$ cat src/rtl/sram_wr_pkg.sv
`timescale 1ns/1ps
// sram_wr_pkg: shared state type and elaboration-time timing arithmetic.
// Assumes nanosecond minimums per speed grade and a clock period in ps.
package sram_wr_pkg;

    typedef enum logic [2:0] {
        ST_IDLE, ST_SETUP, ST_LEAD, ST_PULSE, ST_HOLD, ST_REC
    } wr_state_e;

    localparam int T_CYCLE = 0;  // total write cycle
    localparam int T_PULSE = 1;  // write-enable low width
    localparam int T_ADDR  = 2;  // address (and chip-enable) to end of write
    localparam int T_DATA  = 3;  // data valid to end of write

    // Minimum in ns for a grade; unknown grades use the fastest set.
    function automatic int grade_ns(input int grade, input int kind);
        int v;
        case (grade)
            85: case (kind)
                    T_CYCLE: v = 85;  T_PULSE: v = 65;
                    T_ADDR:  v = 75;  default: v = 35;
                endcase
            120: case (kind)
                    T_CYCLE: v = 120; T_PULSE: v = 85;
                    T_ADDR:  v = 100; default: v = 45;
                endcase
            default: case (kind)
                    T_CYCLE: v = 70;  T_PULSE: v = 55;
                    T_ADDR:  v = 65;  default: v = 30;
                endcase
        endcase
        return v;
    endfunction

    // Round a ns minimum up to whole clock cycles, at least one.
    function automatic int ns_to_cyc(input int ns, input int clk_ps);
        int c;
        c = (ns * 1000 + clk_ps - 1) / clk_ps;
        return (c < 1) ? 1 : c;
    endfunction

    // Write-enable low cycles covering all end-of-write minimums.
    function automatic int pulse_cyc(input int grade, input int clk_ps);
        int p;
        p = ns_to_cyc(grade_ns(grade, T_PULSE), clk_ps);
        if (ns_to_cyc(grade_ns(grade, T_ADDR), clk_ps) - 1 > p)
            p = ns_to_cyc(grade_ns(grade, T_ADDR), clk_ps) - 1;
        if (ns_to_cyc(grade_ns(grade, T_DATA), clk_ps) - 2 > p)
            p = ns_to_cyc(grade_ns(grade, T_DATA), clk_ps) - 2;
        return p;
    endfunction

    // Extra strobe-high cycles so accept-to-accept meets the cycle time.
    function automatic int rec_cyc(input int grade, input int clk_ps);
        int r;
        r = ns_to_cyc(grade_ns(grade, T_CYCLE), clk_ps) - 4 - pulse_cyc(grade, clk_ps);
        return (r < 0) ? 0 : r;
    endfunction

endpackage

$ cat src/rtl/sram_wr_cnt.sv
`timescale 1ns/1ps
// sram_wr_cnt: loadable down-counter used to time the long write phases.
// Assumes load and count never need to happen in the same cycle.
module sram_wr_cnt #(
    parameter int CNT_W = 6
) (
    input  logic             clk,
    input  logic             rst_n,
    input  logic             load,
    input  logic [CNT_W-1:0] load_val,
    output logic             zero
);
    logic [CNT_W-1:0] cnt_q;

    // Load a new span or count down to zero and hold there.
    always_ff @(posedge clk) begin
        if (!rst_n)
            cnt_q <= '0;
        else if (load)
            cnt_q <= load_val;
        else if (cnt_q != '0)
            cnt_q <= cnt_q - 1'b1;
    end

    assign zero = (cnt_q == '0);
endmodule

$ cat src/rtl/sram_wr_fsm.sv
`timescale 1ns/1ps
// sram_wr_fsm: sequences setup, chip-enable lead, write pulse, hold and
// recovery phases. The strobes are registered from the next state, so they
// change cleanly one cycle after each decision. Assumes PULSE_CYC >= 1.
module sram_wr_fsm
    import sram_wr_pkg::*;
#(
    parameter int PULSE_CYC = 19,
    parameter int REC_CYC   = 1,
    parameter int CNT_W     = 6
) (
    input  logic             clk,
    input  logic             rst_n,
    input  logic             req_valid,
    output logic             req_ready,
    output logic             capture,
    output logic             ce_n,
    output logic             we_n,
    output logic             dout_en,
    output logic             cnt_load,
    output logic [CNT_W-1:0] cnt_val,
    input  logic             cnt_zero
);
    localparam logic [CNT_W-1:0] PULSE_LD = CNT_W'(PULSE_CYC - 1);
    localparam logic [CNT_W-1:0] REC_LD   = CNT_W'((REC_CYC > 0) ? REC_CYC - 1 : 0);

    wr_state_e state_q, state_d;

    assign req_ready = (state_q == ST_IDLE);
    assign capture   = req_valid && req_ready;

    // Next-state and counter-load decisions.
    always_comb begin
        state_d  = state_q;
        cnt_load = 1'b0;
        cnt_val  = PULSE_LD;
        case (state_q)
            ST_IDLE:  if (req_valid) state_d = ST_SETUP;
            ST_SETUP: state_d = ST_LEAD;
            ST_LEAD: begin
                state_d  = ST_PULSE;
                cnt_load = 1'b1;
            end
            ST_PULSE: if (cnt_zero) state_d = ST_HOLD;
            ST_HOLD: begin
                if (REC_CYC > 0) begin
                    state_d  = ST_REC;
                    cnt_load = 1'b1;
                    cnt_val  = REC_LD;
                end else begin
                    state_d = ST_IDLE;
                end
            end
            ST_REC:   if (cnt_zero) state_d = ST_IDLE;
            default:  state_d = ST_IDLE;
        endcase
    end

    // State register plus strobe registers decoded from the next state.
    always_ff @(posedge clk) begin
        if (!rst_n) begin
            state_q <= ST_IDLE;
            ce_n    <= 1'b1;
            we_n    <= 1'b1;
            dout_en <= 1'b0;
        end else begin
            state_q <= state_d;
            ce_n    <= !(state_d == ST_LEAD || state_d == ST_PULSE || state_d == ST_HOLD);
            we_n    <= !(state_d == ST_PULSE);
            dout_en <= (state_d == ST_SETUP || state_d == ST_LEAD ||
                        state_d == ST_PULSE || state_d == ST_HOLD);
        end
    end
endmodule

$ cat src/rtl/sram_wr_dp.sv
`timescale 1ns/1ps
// sram_wr_dp: holds the accepted address and data on the memory pins.
// Assumes capture occurs only while both strobes are high (idle state).
module sram_wr_dp #(
    parameter int ADDR_W = 17,
    parameter int DATA_W = 8
) (
    input  logic              clk,
    input  logic              rst_n,
    input  logic              capture,
    input  logic [ADDR_W-1:0] in_addr,
    input  logic [DATA_W-1:0] in_data,
    output logic [ADDR_W-1:0] out_addr,
    output logic [DATA_W-1:0] out_data
);
    // Register the request on acceptance; hold until the next one.
    always_ff @(posedge clk) begin
        if (!rst_n) begin
            out_addr <= '0;
            out_data <= '0;
        end else if (capture) begin
            out_addr <= in_addr;
            out_data <= in_data;
        end
    end
endmodule

$ cat src/rtl/sram_wr_ctrl.sv
`timescale 1ns/1ps
// sram_wr_ctrl: top of the asynchronous SRAM write sequencer. It derives
// the cycle counts from GRADE (70/85/120 ns sets) and CLK_PS, then wires
// the phase FSM, phase counter and address/data holding registers.
// Assumes a write-enable-terminated cycle and no reads.
module sram_wr_ctrl
    import sram_wr_pkg::*;
#(
    parameter int GRADE  = 70,
    parameter int CLK_PS = 5000,
    parameter int ADDR_W = 17,
    parameter int DATA_W = 8
) (
    input  logic              clk,
    input  logic              rst_n,
    input  logic              req_valid,
    input  logic [ADDR_W-1:0] req_addr,
    input  logic [DATA_W-1:0] req_data,
    output logic              req_ready,
    output logic [ADDR_W-1:0] mem_addr,
    output logic [DATA_W-1:0] mem_dout,
    output logic              mem_dout_en,
    output logic              mem_ce_n,
    output logic              mem_we_n,
    output logic              mem_oe_n
);
    localparam int PULSE_CYC = pulse_cyc(GRADE, CLK_PS);
    localparam int REC_CYC   = rec_cyc(GRADE, CLK_PS);
    localparam int CNT_W     = $clog2(PULSE_CYC + REC_CYC + 1) + 1;

    logic             capture;
    logic             cnt_load;
    logic             cnt_zero;
    logic [CNT_W-1:0] cnt_val;

    sram_wr_fsm #(
        .PULSE_CYC(PULSE_CYC), .REC_CYC(REC_CYC), .CNT_W(CNT_W)
    ) u_fsm (
        .clk(clk), .rst_n(rst_n), .req_valid(req_valid), .req_ready(req_ready),
        .capture(capture), .ce_n(mem_ce_n), .we_n(mem_we_n),
        .dout_en(mem_dout_en), .cnt_load(cnt_load), .cnt_val(cnt_val),
        .cnt_zero(cnt_zero)
    );

    sram_wr_cnt #(.CNT_W(CNT_W)) u_cnt (
        .clk(clk), .rst_n(rst_n), .load(cnt_load), .load_val(cnt_val),
        .zero(cnt_zero)
    );

    sram_wr_dp #(.ADDR_W(ADDR_W), .DATA_W(DATA_W)) u_dp (
        .clk(clk), .rst_n(rst_n), .capture(capture), .in_addr(req_addr),
        .in_data(req_data), .out_addr(mem_addr), .out_data(mem_dout)
    );

    // The memory never drives the bus during writes.
    assign mem_oe_n = 1'b1;
endmodule

$ cat config.mk
export PLATFORM = sky130hd
export DESIGN_NAME = sram_wr_ctrl
export DESIGN_NICKNAME = d
export VERILOG_FILES = /design/src/rtl/sram_wr_pkg.sv /design/src/rtl/sram_wr_cnt.sv /design/src/rtl/sram_wr_fsm.sv /design/src/rtl/sram_wr_dp.sv /design/src/rtl/sram_wr_ctrl.sv
export SDC_FILE = /design/constraint.sdc
export NUM_CORES = 1
export LEC_CHECK = 0
export CAP_MARGIN = 10
export CORE_MARGIN = 3
export CORE_UTILIZATION = 50
export DETAILED_ROUTE_END_ITERATION = 10
export DONT_BUFFER_PORTS = 1
export PLACE_DENSITY = 0.76
export SKIP_LAST_GASP = 1
export SYNTH_ARGS = -nofsm -noshare
export SYNTH_HDL_FRONTEND = slang
export SYNTH_SLANG_ARGS = --single-unit
export TNS_END_PERCENT = 30
$ cat constraint.sdc
create_clock -name clk -period 2.3 [get_ports clk]
set_input_delay 0.115 -clock clk [delete_from_list [all_inputs] [get_ports clk]]
set_output_delay 0.115 -clock clk [all_outputs]
set_load 0.01 [all_outputs]
Word-level counts from Yosys, hierarchy flattened
Cells that the tools add are included.
Storage, ports and cells
  flip-flop bits (word level): 36
  bits of input ports: 28
  output and inout bits: 30
  logic and storage cells: 38
Operators by class
  add/sub/neg operators: 1
  equal/unequal tests: 8
  mux-type cells: 7
  bitwise operators: 1
  reductions and logical operators: 13
Operator list (count)
  one-hot mux 3 bit (5 select lines): 1
  == test 3 x 2 -> 1 bit (second input constant): 4
  2-to-1 mux 3 bit: 3
  2-to-1 mux 4 bit: 2
  == test 3 x 1 -> 1 bit (second input constant): 2
  == test 3 bit (second input constant): 2
  logical NOT 5 bit: 1
  logical OR 1 bit: 5
  nonzero test 5 bit: 1
  subtractor 5 x 1 -> 5 bit (second input constant): 1
  logical NOT 3 bit: 1
  logical NOT 1 bit: 2
  nonzero test 2 bit: 1
  OR reduction 2 bit: 1
  logical AND 1 bit: 1
  2-to-1 mux 1 bit: 1
  NOT 1 bit: 1

Logic depth before layout (Yosys ltp)
  depth after elaboration: 7
  depth in mapped cells: 5
  gate-level depth less buffers: 5

Modules after synthesis
Synthesis repeated with hierarchy kept, for this count alone.
Unflattened totals
  cells, all modules: 147
  area, all modules: 1557.7 um2
Modules (own cells, without submodules)
  sram_wr_dp: times used 1, cells an instance 80, area each 965.9 um2, seq. area each 500.5 um2
  sram_wr_cnt: times used 1, cells an instance 34, area each 300.3 um2, seq. area each 100.1 um2
  sram_wr_fsm: times used 1, cells an instance 31, area each 280.3 um2, seq. area each 120.1 um2
  sram_wr_ctrl: times used 1, cells an instance 2, area each 11.3 um2, seq. area each 0.0 um2

Worst setup path after synthesis
Ideal clock, no wire load.
  kind: flip-flop to flip-flop
  from: reg u_cnt.cnt_q[0]
  to: reg u_fsm.state_q[2]
  setup time: 0.060 ns
  arrival time: 1.253 ns
  data required time: 2.240 ns
  path slack: 0.987 ns
  cell stages (with the launch flop): 6
  buffers on the path: 0
  clock period less this slack: 1.313 ns
  path through: dfxtp_1 -> inv_1 -> ha_1 -> nor4b_4 -> mux2i_1 -> and3_1
Between the ends
  longest elaborated chain between the ends: 3
  elaborated cells between the ends (all ways): 4
  those cells by class: mux (3); reduce/logical (1)
RTL lines
  from (decl): RTL line sram_wr_cnt.sv:13  | logic [CNT_W-1:0] cnt_q;
  from (signal assigned): RTL line sram_wr_cnt.sv:20  | cnt_q <= load_val;
  from (signal assigned): RTL line sram_wr_cnt.sv:22  | cnt_q <= cnt_q - 1'b1;
  logical NOT 5 bit (*): RTL line sram_wr_cnt.sv:25  | assign zero = (cnt_q == '0);
  2-to-1 mux 3 bit (on tied branches): RTL line sram_wr_fsm.sv:54, sram_wr_fsm.sv:44
  one-hot mux 3 bit (5 select lines) (*): RTL line sram_wr_fsm.sv:37  | case (state_q)
  to (signal assigned): RTL line sram_wr_fsm.sv:67  | state_q <= state_d;
  to (decl): RTL line sram_wr_fsm.sv:27  | wr_state_e state_q, state_d;
Every way passes the cells marked *; elsewhere a longest branch is shown, timed or not.
A chain may end at the register's enable or synchronous reset.

Worst setup path in the final report
  from: reg u_fsm.state_q[2]
  to: reg u_dp.out_addr[16]
Between the ends
  longest elaborated chain between the ends: 2
RTL lines
  logical NOT 3 bit: RTL line sram_wr_fsm.sv:29  | assign req_ready = (state_q == ST_IDLE);
  logical AND 1 bit: RTL line sram_wr_fsm.sv:30  | assign capture = req_valid && req_ready;
  to (signal assigned): RTL line sram_wr_dp.sv:22  | out_addr <= in_addr;
  to (decl): RTL line sram_wr_dp.sv:13  | output logic [ADDR_W-1:0] out_addr,
Every way passes these cells.

==> flow_summary.yaml <==
finish:
  fillers: 179
  nets: 219
  drive_gt1_frac: 0.0684
  stdcell_area_um2: 1800
  syn2layout_area_growth_pct: 25.7
  multiInputGateArea_um2: 631
  n_antenna_cell: 0
  seqCellArea_um2: 721
sta:
  final.min_clock_period_ps: 1970
  fmax_ghz: 0.508
  rsz0062_at_grt: "false"
  drv_slew: 0
  fin_worst_skew_ps: 10.1
  setup_tns_ps: 0
  timing.final.hold_violations: 0
  min_period_over_period: 0.855
  setup_violations: 0
worst_setup_path:
  end_kind: "register"
  worstPathArrival_ps: 2240
  cp_max_fo: 50
  required_ps: 2580
  crit_path_cell_trace: "nor4b_4 > buf_4 > nand3_1 > o21ai_1 > dlygate4sd3_1"
  slowest_stage: "dlygate4sd3_1"
  crit_buf_inv: 2
  max_stage_delay_ps: 560
  rr_endpoint: "u_dp.out_addr[16]"
  rr_worst_depth: 5
  start_kind: "register"
  crit_family: "buffers and inverters"
  path_class: "register to register"
  rrSetupSlack_ps: 330
  r2r_start: "u_fsm.state_q[2]"
  crit_path_start: "u_fsm.state_q[2]"
synth:
  synth_edf_count: 0
  netlist_instances: 167
  ys_top_cells_by_count: "dfxtp_1, nand3_1, nand2_1"
  synth_ff_type: "dfxtp_1"
  synth_cell_type_count: 30
  synth.avg_cell_area_um2: 8.59
  seq_area_frac_synth: 0.503
  syn_nets: 197
  synth_area_leaders: "dfxtp_1, nand3_1, nand2_1"
  synth_top_area_frac: 0.503
  synth_area_leader_cell: "dfxtp_1"
  ys_seq_elements: 36
  yosysMostFrequentCell: "dfxtp_1"
  synthArstFlopShare: 0
  ys_warn_count: 0
  syn_area_um2: 1430
power_and_ir_drop:
  p_seq_frac: 0.484
  p_switching_uw: 524
  p_leak_uw: 0.000666
  pwr_density_cell_nw_per_um2: 967
  p_int_uw: 1220
  ir_worst_vdd_uv: 744
  pwr-share-comb: 0.238
  p_sw_frac: 0.301
  clkPwrFrac: 0.278
routing:
  drc: 0
  ant_nets: 0
  post_drt_via_cell_ratio: 5.50
  drtPass1Iterations: 4
  vias: 1210
  drt_iter0_markers: 50
  drt-total-wl_um: 3170
  wl_per_cell_um: 14.4
worst_hold_path:
  whs_endpoint: "u_dp.out_data[4]"
  worstHoldStart: "rst_n"
  hold_class: "primary input to register"
  hold_depth: 3
outcome:
  status: "finished clean"
placed_design:
  io_buffers: 0
  place_area_um2: 1410
  gp_congestion: 0.690
  place_hpwl_um: 1860
cts:
  numCtsBuffers: 5
  cts_tree: "done"
  h-tree-depth: 2
  root_buffer: "clkbuf_4"
  cts_buffer_depth: 2
  worstSkewPairLatency_ps: 330
  path_clk_slew_ps: 110
  postCtsSetupBuffers: 0
  clock_sink_count: 36
die:
  dieArea_um2: 3550
  io_pins: 58
  start_util: 0.554
  fp.dieW_um: 59.6
  core-area_um2: 2590
  die_h_um: 59.6
  row_count: 18
grt:
  grt_pass1_vias: 1215
  grt_pass1_wl_um: 5290
  grtUsageTotal: 0.200
  grt_max_degree: 56
  grt_antenna_before_repair: 0
  grt.overflow.total: 0
job:
  drv_cap: 0
[routing by layer]
metal,vias to the layer above,wire length (µm),part of all wire,track usage
met5,-,0,0,0
met4,0,11,0.0035,0.0665
met3,2,235,0.074,0.0806
met2,37,1720,0.54,0.354
met1,556,1200,0.38,0.216
li1,615,-,-,-
[repair_timing]
item                                    CTS  global route
gates resized for setup                   0             0
hold buffers                             29             0
endpoints found under the hold margin    33             0
endpoints found under the setup margin    0             0
[layout make-up]
cell class / instances / share of cell area
clock buffer: 7 / 0.0361
clock inverter: 1 / 0.0167
inverter: 3 / 0.00625
multi-input combinational: 113 / 0.350
sequential: 36 / 0.400
tap: 30 / 0.0208
timing repair buffer: 30 / 0.171
[logic make-up after synthesis]
group,synth area share
simple gates,0.270
flops,0.503
compound gates,0.125
buf+inv,0.0576
xor+xnor,0.0183
fa+ha+maj,0.0174
other cells,0.00262
mux,0.00698
[power groups by stage]
stage          logic [µW]  registers [µW]  clock network [µW]
2_1_floorplan         345             821                   0
3_5_place_dp          358             857                   0
4_1_cts               414             844                 498
3_3_place_gp          332             854                   0
5_1_grt               472             862                 533
6_report              415             843                 485
[tightest hold or removal path, cell delays in order]
cell     delay [ps]
buf_12          160
nand2_1          80
o21ai_1          50
[per-stage QoR]
stage | hold slack [ps] | worst slack [ps] | power [µW] | cells | util
finish | 117 | 333 | 1740 | 220 | 0.696
global route | 115 | 173 | 1870 | 220 | 0.696
CTS | 103 | 356 | 1760 | 220 | 0.696
detailed placement | 258 | 854 | 1220 | 183 | 0.543
global placement | 248 | 932 | 1190 | 183 | 0.543
floorplan | 245 | 987 | 1170 | 167 | -
[placed cells by master (no fill, tap or decap)]
cell type / instances
dfxtp_1: 36
dlygate4sd3_1: 28
nand3_1: 27
nand2_1: 26
o21ai_0: 16
o21ai_1: 10
clkbuf_4: 5
nor3_1: 4
nor2_1: 4
inv_1: 3
nand2b_1: 3
xnor2_1: 3
nor4b_4: 2
nand3b_1: 2
a21oi_1: 2
ha_1: 2
clkbuf_8: 2
nand4b_1: 1
o211ai_1: 1
mux2i_1: 1
and3_1: 1
a211o_1: 1
or3_1: 1
or3b_2: 1
o311ai_0: 1
a31oi_1: 1
a21o_1: 1
nor3b_1: 1
conb_1: 1
bufinv_16: 1
buf_12: 1
buf_4: 1
[registers in the layout (all words and copies together) (netlist names)]
| register | flops |
|---|---|
| u_dp.out_addr | 17 |
| u_dp.out_data | 8 |
| u_cnt.cnt_q | 5 |
| u_fsm.state_q | 3 |
| u_fsm.ce_n | 1 |
| u_fsm.dout_en | 1 |
| u_fsm.we_n | 1 |
[how the worst max path moves through the flow]
stage | end | cells after the start
after global routing | u_dp.out_addr[16] | 5
final | u_dp.out_addr[16] | 5
after floorplan | u_fsm.state_q[2] | 5
after detailed placement | u_fsm.state_q[2] | 5
after CTS | u_dp.out_addr[16] | 5
after global placement | u_fsm.state_q[2] | 5
Power figures use the tool's default switching activity.
